===== src/rtl/wdt_pkg.sv =====
package wdt_pkg;

  localparam int unsigned WORD_W = 32;

  typedef logic [WORD_W-1:0] word_t;

  // Per-state run permission: 1 keeps counting, 0 pauses.
  typedef struct packed {
    logic run_halt;   // mode bit 1
    logic run_sleep;  // mode bit 0
  } wdt_mode_t;

  // Register byte offsets.
  localparam logic [7:0] OFS_CMD     = 8'h00;
  localparam logic [7:0] OFS_EXPIRED = 8'h04;
  localparam logic [7:0] OFS_IEN_SET = 8'h08;
  localparam logic [7:0] OFS_IEN_CLR = 8'h0C;
  localparam logic [7:0] OFS_RUN     = 8'h10;
  localparam logic [7:0] OFS_PEND    = 8'h14;
  localparam logic [7:0] OFS_RELOAD  = 8'h18;
  localparam logic [7:0] OFS_CHAN_EN = 8'h1C;
  localparam logic [7:0] OFS_MODE    = 8'h20;
  localparam logic [7:0] OFS_COUNT   = 8'h24;
  localparam logic [7:0] OFS_KICK0   = 8'h40;

  // A zero reload would time out at once or wrap, so it is raised to 1.
  function automatic word_t reload_floor(input word_t v);
    return (v == '0) ? word_t'(1) : v;
  endfunction

  function automatic logic key_ok(input word_t v, input word_t key);
    return v == key;
  endfunction

  function automatic logic pause_now(input wdt_mode_t m, input logic sleep,
                                     input logic halt);
    return (sleep & ~m.run_sleep) | (halt & ~m.run_halt);
  endfunction

  function automatic logic [7:0] kick_addr(input int unsigned ch);
    return OFS_KICK0 + 8'(ch * 4);
  endfunction

endpackage


===== src/rtl/wdt_regs.sv =====
module wdt_regs
  import wdt_pkg::*;
#(
  parameter int unsigned NUM_CH       = 8,
  parameter int unsigned ADDR_W       = 8,
  parameter logic [31:0] RESET_RELOAD = 32'hFFFF_FFFF
) (
  input  logic              clk,
  input  logic              rst_n,
  input  logic              bus_wr,
  input  logic [ADDR_W-1:0] bus_addr,
  input  word_t             bus_wdata,
  output word_t             bus_rdata,
  input  logic              running,
  input  word_t             count,
  input  logic [NUM_CH-1:0] pending,
  input  logic              expired,
  output logic              start_pulse,
  output logic              clr_expired,
  output word_t             reload_val,
  output logic [NUM_CH-1:0] chan_en,
  output wdt_mode_t         mode,
  output logic              irq_en,
  output logic [NUM_CH-1:0] kick_wr
);

  logic [7:0] a8;
  assign a8 = 8'(bus_addr);

  logic cfg_open;
  assign cfg_open = bus_wr & ~running;

  assign start_pulse = bus_wr & (a8 == OFS_CMD) & bus_wdata[0];
  assign clr_expired = bus_wr & (a8 == OFS_EXPIRED) & ~bus_wdata[0];

  for (genvar n = 0; n < NUM_CH; n++) begin : g_kick_dec
    assign kick_wr[n] = bus_wr & (a8 == kick_addr(n));
  end

  always_ff @(posedge clk or negedge rst_n) begin
    if (!rst_n) begin
      reload_val <= RESET_RELOAD;
      chan_en    <= NUM_CH'(1);
      mode       <= '0;
      irq_en     <= 1'b0;
    end else begin
      if (cfg_open && a8 == OFS_RELOAD)  reload_val <= bus_wdata;
      if (cfg_open && a8 == OFS_CHAN_EN) chan_en    <= bus_wdata[NUM_CH-1:0];
      if (cfg_open && a8 == OFS_MODE)    mode       <= bus_wdata[1:0];
      if (bus_wr && a8 == OFS_IEN_SET && bus_wdata[0]) irq_en <= 1'b1;
      else if (bus_wr && a8 == OFS_IEN_CLR && bus_wdata[0]) irq_en <= 1'b0;
    end
  end

  always_comb begin
    bus_rdata = '0;
    unique case (a8)
      OFS_EXPIRED: bus_rdata[0] = expired;
      OFS_IEN_SET: bus_rdata[0] = irq_en;
      OFS_IEN_CLR: bus_rdata[0] = irq_en;
      OFS_RUN:     bus_rdata[0] = running;
      OFS_PEND:    bus_rdata[NUM_CH-1:0] = pending;
      OFS_RELOAD:  bus_rdata = reload_val;
      OFS_CHAN_EN: bus_rdata[NUM_CH-1:0] = chan_en;
      OFS_MODE:    bus_rdata[1:0] = mode;
      OFS_COUNT:   bus_rdata = count;
      default:     bus_rdata = '0;
    endcase
  end

endmodule


===== src/rtl/wdt_kick.sv =====
module wdt_kick
  import wdt_pkg::*;
#(
  parameter int unsigned NUM_CH = 8,
  parameter logic [31:0] KEY    = 32'h6E52_4635
) (
  input  logic              clk,
  input  logic              rst_n,
  input  logic              running,
  input  logic [NUM_CH-1:0] chan_en,
  input  logic [NUM_CH-1:0] kick_wr,
  input  word_t             wdata,
  output logic [NUM_CH-1:0] pending,
  output logic              kick_done
);

  logic [NUM_CH-1:0] hit;
  logic [NUM_CH-1:0] remaining;

  for (genvar n = 0; n < NUM_CH; n++) begin : g_hit
    assign hit[n] = kick_wr[n] & chan_en[n] & key_ok(wdata, KEY);
  end

  assign remaining = pending & ~hit;
  assign kick_done = running & (|(hit & pending)) & (remaining == '0);

  always_ff @(posedge clk or negedge rst_n) begin
    if (!rst_n)          pending <= NUM_CH'(1);
    else if (!running)   pending <= chan_en;
    else if (kick_done)  pending <= chan_en;
    else                 pending <= remaining;
  end

endmodule


===== src/rtl/wdt_core.sv =====
module wdt_core
  import wdt_pkg::*;
#(
  parameter int unsigned RST_DELAY = 2
) (
  input  logic      clk,
  input  logic      rst_n,
  input  logic      tick_en,
  input  logic      cpu_sleep,
  input  logic      cpu_halt,
  input  logic      start_pulse,
  input  logic      kick_done,
  input  logic      clr_expired,
  input  word_t     reload_val,
  input  wdt_mode_t mode,
  output logic      running,
  output word_t     count,
  output logic      expired,
  output logic      expire_evt,
  output logic      paused,
  output logic      rst_req
);

  localparam int unsigned DLY_W = $clog2(RST_DELAY + 1);

  word_t            load_val;
  logic             step;
  logic             armed;
  logic [DLY_W-1:0] dly;

  assign load_val   = reload_floor(reload_val);
  assign paused     = pause_now(mode, cpu_sleep, cpu_halt);
  assign step       = running & tick_en & ~paused;
  assign expire_evt = step & ~kick_done & (count == word_t'(1));

  always_ff @(posedge clk or negedge rst_n) begin
    if (!rst_n) begin
      running <= 1'b0;
      count   <= '0;
    end else begin
      if (start_pulse) running <= 1'b1;
      if (start_pulse && !running) count <= load_val;
      else if (running && (kick_done || expire_evt)) count <= load_val;
      else if (step) count <= count - word_t'(1);
    end
  end

  always_ff @(posedge clk or negedge rst_n) begin
    if (!rst_n)           expired <= 1'b0;
    else if (expire_evt)  expired <= 1'b1;
    else if (clr_expired) expired <= 1'b0;
  end

  always_ff @(posedge clk or negedge rst_n) begin
    if (!rst_n) begin
      armed   <= 1'b0;
      dly     <= '0;
      rst_req <= 1'b0;
    end else begin
      rst_req <= armed & tick_en & (dly == DLY_W'(1));
      if (expire_evt) begin
        armed <= 1'b1;
        dly   <= DLY_W'(RST_DELAY);
      end else if (armed && tick_en) begin
        if (dly == DLY_W'(1)) armed <= 1'b0;
        dly <= dly - DLY_W'(1);
      end
    end
  end

endmodule


===== src/rtl/keyed_watchdog.sv =====
module keyed_watchdog
  import wdt_pkg::*;
#(
  parameter int unsigned NUM_CH       = 8,
  parameter int unsigned ADDR_W       = 8,
  parameter int unsigned RST_DELAY    = 2,
  parameter logic [31:0] KEY          = 32'h6E52_4635,
  parameter logic [31:0] RESET_RELOAD = 32'hFFFF_FFFF
) (
  input  logic              clk,
  input  logic              rst_n,
  input  logic              tick_en,
  input  logic              cpu_sleep,
  input  logic              cpu_halt,
  input  logic              bus_wr,
  input  logic [ADDR_W-1:0] bus_addr,
  input  logic [31:0]       bus_wdata,
  output logic [31:0]       bus_rdata,
  output logic              irq,
  output logic              rst_req
);

  logic              start_pulse;
  logic              clr_expired;
  word_t             reload_val;
  logic [NUM_CH-1:0] chan_en;
  wdt_mode_t         mode;
  logic              irq_en;
  logic [NUM_CH-1:0] kick_wr;
  logic [NUM_CH-1:0] pending;
  logic              kick_done;
  logic              running;
  word_t             count;
  logic              expired;
  logic              expire_evt;
  logic              paused;

  wdt_regs #(
    .NUM_CH(NUM_CH), .ADDR_W(ADDR_W), .RESET_RELOAD(RESET_RELOAD)
  ) u_regs (
    .clk(clk), .rst_n(rst_n), .bus_wr(bus_wr), .bus_addr(bus_addr),
    .bus_wdata(bus_wdata), .bus_rdata(bus_rdata), .running(running),
    .count(count), .pending(pending), .expired(expired),
    .start_pulse(start_pulse), .clr_expired(clr_expired),
    .reload_val(reload_val), .chan_en(chan_en), .mode(mode),
    .irq_en(irq_en), .kick_wr(kick_wr)
  );

  wdt_kick #(.NUM_CH(NUM_CH), .KEY(KEY)) u_kick (
    .clk(clk), .rst_n(rst_n), .running(running), .chan_en(chan_en),
    .kick_wr(kick_wr), .wdata(bus_wdata), .pending(pending),
    .kick_done(kick_done)
  );

  wdt_core #(.RST_DELAY(RST_DELAY)) u_core (
    .clk(clk), .rst_n(rst_n), .tick_en(tick_en), .cpu_sleep(cpu_sleep),
    .cpu_halt(cpu_halt), .start_pulse(start_pulse), .kick_done(kick_done),
    .clr_expired(clr_expired), .reload_val(reload_val), .mode(mode),
    .running(running), .count(count), .expired(expired),
    .expire_evt(expire_evt), .paused(paused), .rst_req(rst_req)
  );

  assign irq = expired & irq_en;

endmodule


===== config.mk =====
export PLATFORM = sky130hd
export DESIGN_NAME = keyed_watchdog
export DESIGN_NICKNAME = d
export VERILOG_FILES = /design/src/rtl/wdt_pkg.sv /design/src/rtl/wdt_regs.sv /design/src/rtl/wdt_kick.sv /design/src/rtl/wdt_core.sv /design/src/rtl/keyed_watchdog.sv
export SDC_FILE = /design/constraint.sdc
export NUM_CORES = 1
export LEC_CHECK = 0
export ABC_AREA = 1
export BUFFER_PORTS_ARGS = -buffer_cell sky130_fd_sc_hd__buf_2
export CORE_ASPECT_RATIO = 1.75
export CORE_MARGIN = 2
export CORE_UTILIZATION = 25
export CTS_CLUSTER_DIAMETER = 40
export DETAILED_ROUTE_END_ITERATION = 12
export GPL_TIMING_DRIVEN = 0
export HOLD_SLACK_MARGIN = 0.1
export SYNTH_ARGS = -nofsm -noshare
export SYNTH_HDL_FRONTEND = slang
export SYNTH_SLANG_ARGS = --single-unit

===== constraint.sdc =====
create_clock -name clk -period 5.1 [get_ports clk]
set_input_delay 0.255 -clock clk [delete_from_list [all_inputs] [get_ports clk]]
set_output_delay 0.255 -clock clk [all_outputs]
set_load 0.05 [all_outputs]

==> results.toml <==
[clocking]
clk_path_buf_depth = 2
cts.htree.levels = 3
worstSkewPairLatency_ps = 370
cts_tree = "built"
clk_pin_slew_ps = 70
numCtsBuffers = 9
clock-root-buffer = "clkbuf_16"
cts_resized = 0
cts.sinks = 89

[global_routing]
overflow = 0
antenna_found_initial = 0
gr-max-usage-layer = "met2"
grt_util_met1_pct = 17.5
grtUsageMet2_pct = 32.3
grt_pass1_wl_um = 32500
grt_max_degree = 69
grt.total_usage_pct = 17.4
grtUsageMet3_pct = 2.69
grt_pass1_vias = 6152

[finish]
final_cell_mix = "nand2_1 (276), inv_1 (109), nor2_1 (89), buf_2 (85), o21ai_0 (69)"
final_util_pct = 29.9
area_delta_synth_final_pct = 18.6
fin_cells = 1264
final_common_cell = "nand2_1"
nets = 1004
drive_gt1_share_pct = 17.5
antenna_cells = 0

[power]
leakagePower_uw = 0.00338
ir_worst_vdd_uv = 129
power_uw = 2420
powerDensity_mw_per_mm2 = 348

[detailed_routing]
dr_total_vias = 6078
drt_pass1_iterations = 5
via_per_inst = 4.81
avgRoutedWirePerCell_um = 16.7
drc_errors = 0
dr.first_iter.drc_count = 331
drtAntennaViolNets = 0
totalWireLength_um = 21100

[setup_path]
startpoint_type = "input port"
cp_data_arrival_time_ps = 2710
path_class = "input port to primary output"
reg2reg_setup_slack_ps = 2400
crit_required_ps = 4850
path_max_fanout = 10
crit_path_end_kind = "primary output"

[floorplan]
core-area_mm2 = 0.0232
rows = 74
fp.dieW_um = 120
die_h_um = 207
ios = 80
die-area_mm2 = 0.0248
start_util_pct = 25.2

[synth]
syn-cell-area_mm2 = 0.00587
ys_seq_elements = 89
yosysSeqAreaShare_pct = 38.7
syn_inst = 863
synth_top_family_by_area = "simple AND/OR/NAND/NOR gates"
syn_nets = 912
synth-compound-area-share_pct = 9.45
synth_xor_area_share_pct = 1.94
synth-simple-area-share_pct = 38.8
synthMuxAreaShare_pct = 1.15
synth_fa_ha_area_share_pct = 0.640
yosys_warnings = 0
synth_cell_types = 38
post_synth.cell_area_avg_um2 = 6.80

[place]
gp_congestion = 0.961
port_buffers = 79
dp_cells = 1247
hpwlAfterDp_um = 17300

[sta]
tightest_slew_ps = 765
final_period_minus_worst_setup_slack_ps = 2960
relSlewSlack_pct = 48.8
hold_viol = 0
timing.fmax_mhz = 337
fin_crit_sh_pct = 58.1
slew_violations = 0
setup_tns_ps = 0
setup_viol = 0
finClkSkew_ps = 10.9
rsz0062_at_grt = "no"

[flow_run]
drv_cap = 0

[min_path]
hold_class = "input port to register"

[status]
status = "complete, no violations"
registers in the layout, indices dropped and copies added (netlist names):
| register | flops |
|---|---|
| u_regs.mode | 2 |
| u_kick.pending | 8 |
| u_core.running | 1 |
| u_regs.irq_en | 1 |
| u_core.count | 32 |
| u_core.dly | 2 |
| u_regs.reload_val | 32 |
| u_core.rst_req | 1 |
| u_core.armed | 1 |
| u_regs.chan_en | 8 |
| u_core.expired | 1 |
synthesized netlist by cell type, drive strengths merged:
library cell	instances	area, µm²
clkbuf	17	63.8
xnor2	1	8.76
xor2	12	105
nor4	13	81.3
nand3b	1	7.51
inv	111	417
o221ai	1	8.76
o22ai	8	50.1
a21oi	6	30.0
a221oi	2	17.5
mux2	6	67.6
nor2	98	415
buf	11	65.1
and3	2	12.5
o21ai	70	350
or2	5	31.3
nor3	8	45.0
ha	3	37.5
o2111ai	5	43.8
nand3	64	348
nand4	45	282
dfstp	34	893
a221o	1	10.0
a31oi	1	6.26
nand2	279	1050
o31ai	1	7.51
a32o	3	30.0
dfrtp	55	1380
logic make-up after synthesis:
group                      after synthesis
and+or+nand+nor                        515
xor gates and xnor gates                13
muxes                                    6
buffers and inverters                  139
DFF                                     89
AOI/OAI and AO/OA                       98
adders and majority gates                3
report_power, final:
part / internal [µW] / switching (µW)
Clock: 333 / 304
Combinational: 279 / 544
Sequential: 828 / 133
repair_timing:
| item | 4_1_cts | 5_1_grt |
|---|---|---|
| hold buffers | 1 | 0 |
| setup buffers | 0 | 0 |
| hold endpoints to repair | 21 | 0 |
| setup endpoints to repair | 0 | 0 |
area by class of cell:
type                    count  area [µm²]
plain buffers              28         129
clock buffers              10         229
clock inverters             6        43.8
fillers                  2584       16300
inverters                 111         417
multi-input cells         635        3050
flip-flops and latches     89        2270
well taps                 304         380
repair buffers             81         435
path summary, 6_finish.rpt:
check	start	cells past startpoint	endpoint
min in group asynchronous	rst_n	2	u_core.count[26]$_DFFE_PN0P_
max in group asynchronous	rst_n	3	u_regs.reload_val[1]$_DFFE_PN1P_
setup reg to reg	u_core.count[13]$_DFFE_PN0P_	10	u_core.dly[1]$_DFFE_PN0P_
hold / removal	bus_wdata[11]	3	u_regs.reload_val[11]$_DFFE_PN1P_
hold reg to reg	u_core.count[31]$_DFFE_PN0P_	2	u_core.count[31]$_DFFE_PN0P_
setup / recovery	bus_addr[1]	8	bus_rdata[19]
layer usage:
metal	vias to the layer above	routed length, µm
met1	2823	7710
met3	72	777
met5	-	0
met2	189	11200
li1	2994	-
met4	0	1380
through the flow:
stage / setup WS, ps / instance area (µm²) / hold WS [ps]
floorplan: 2580 / 5870 / -40.6
global placement: 2230 / 6640 / 465
detailed placement: 2230 / 6670 / 181
CTS: 2220 / 6950 / 101
global route: 2090 / 6950 / 132
finish: 2140 / 6950 / 112
critical path, stage by stage:
cell	delay, ps
buf_2	100
nor2_1	200
nand3_1	210
nor2_1	650
clkbuf_1	620
nand2_1	100
o21ai_0	210
buf_2	350
Power figures use the tool's default switching activity.
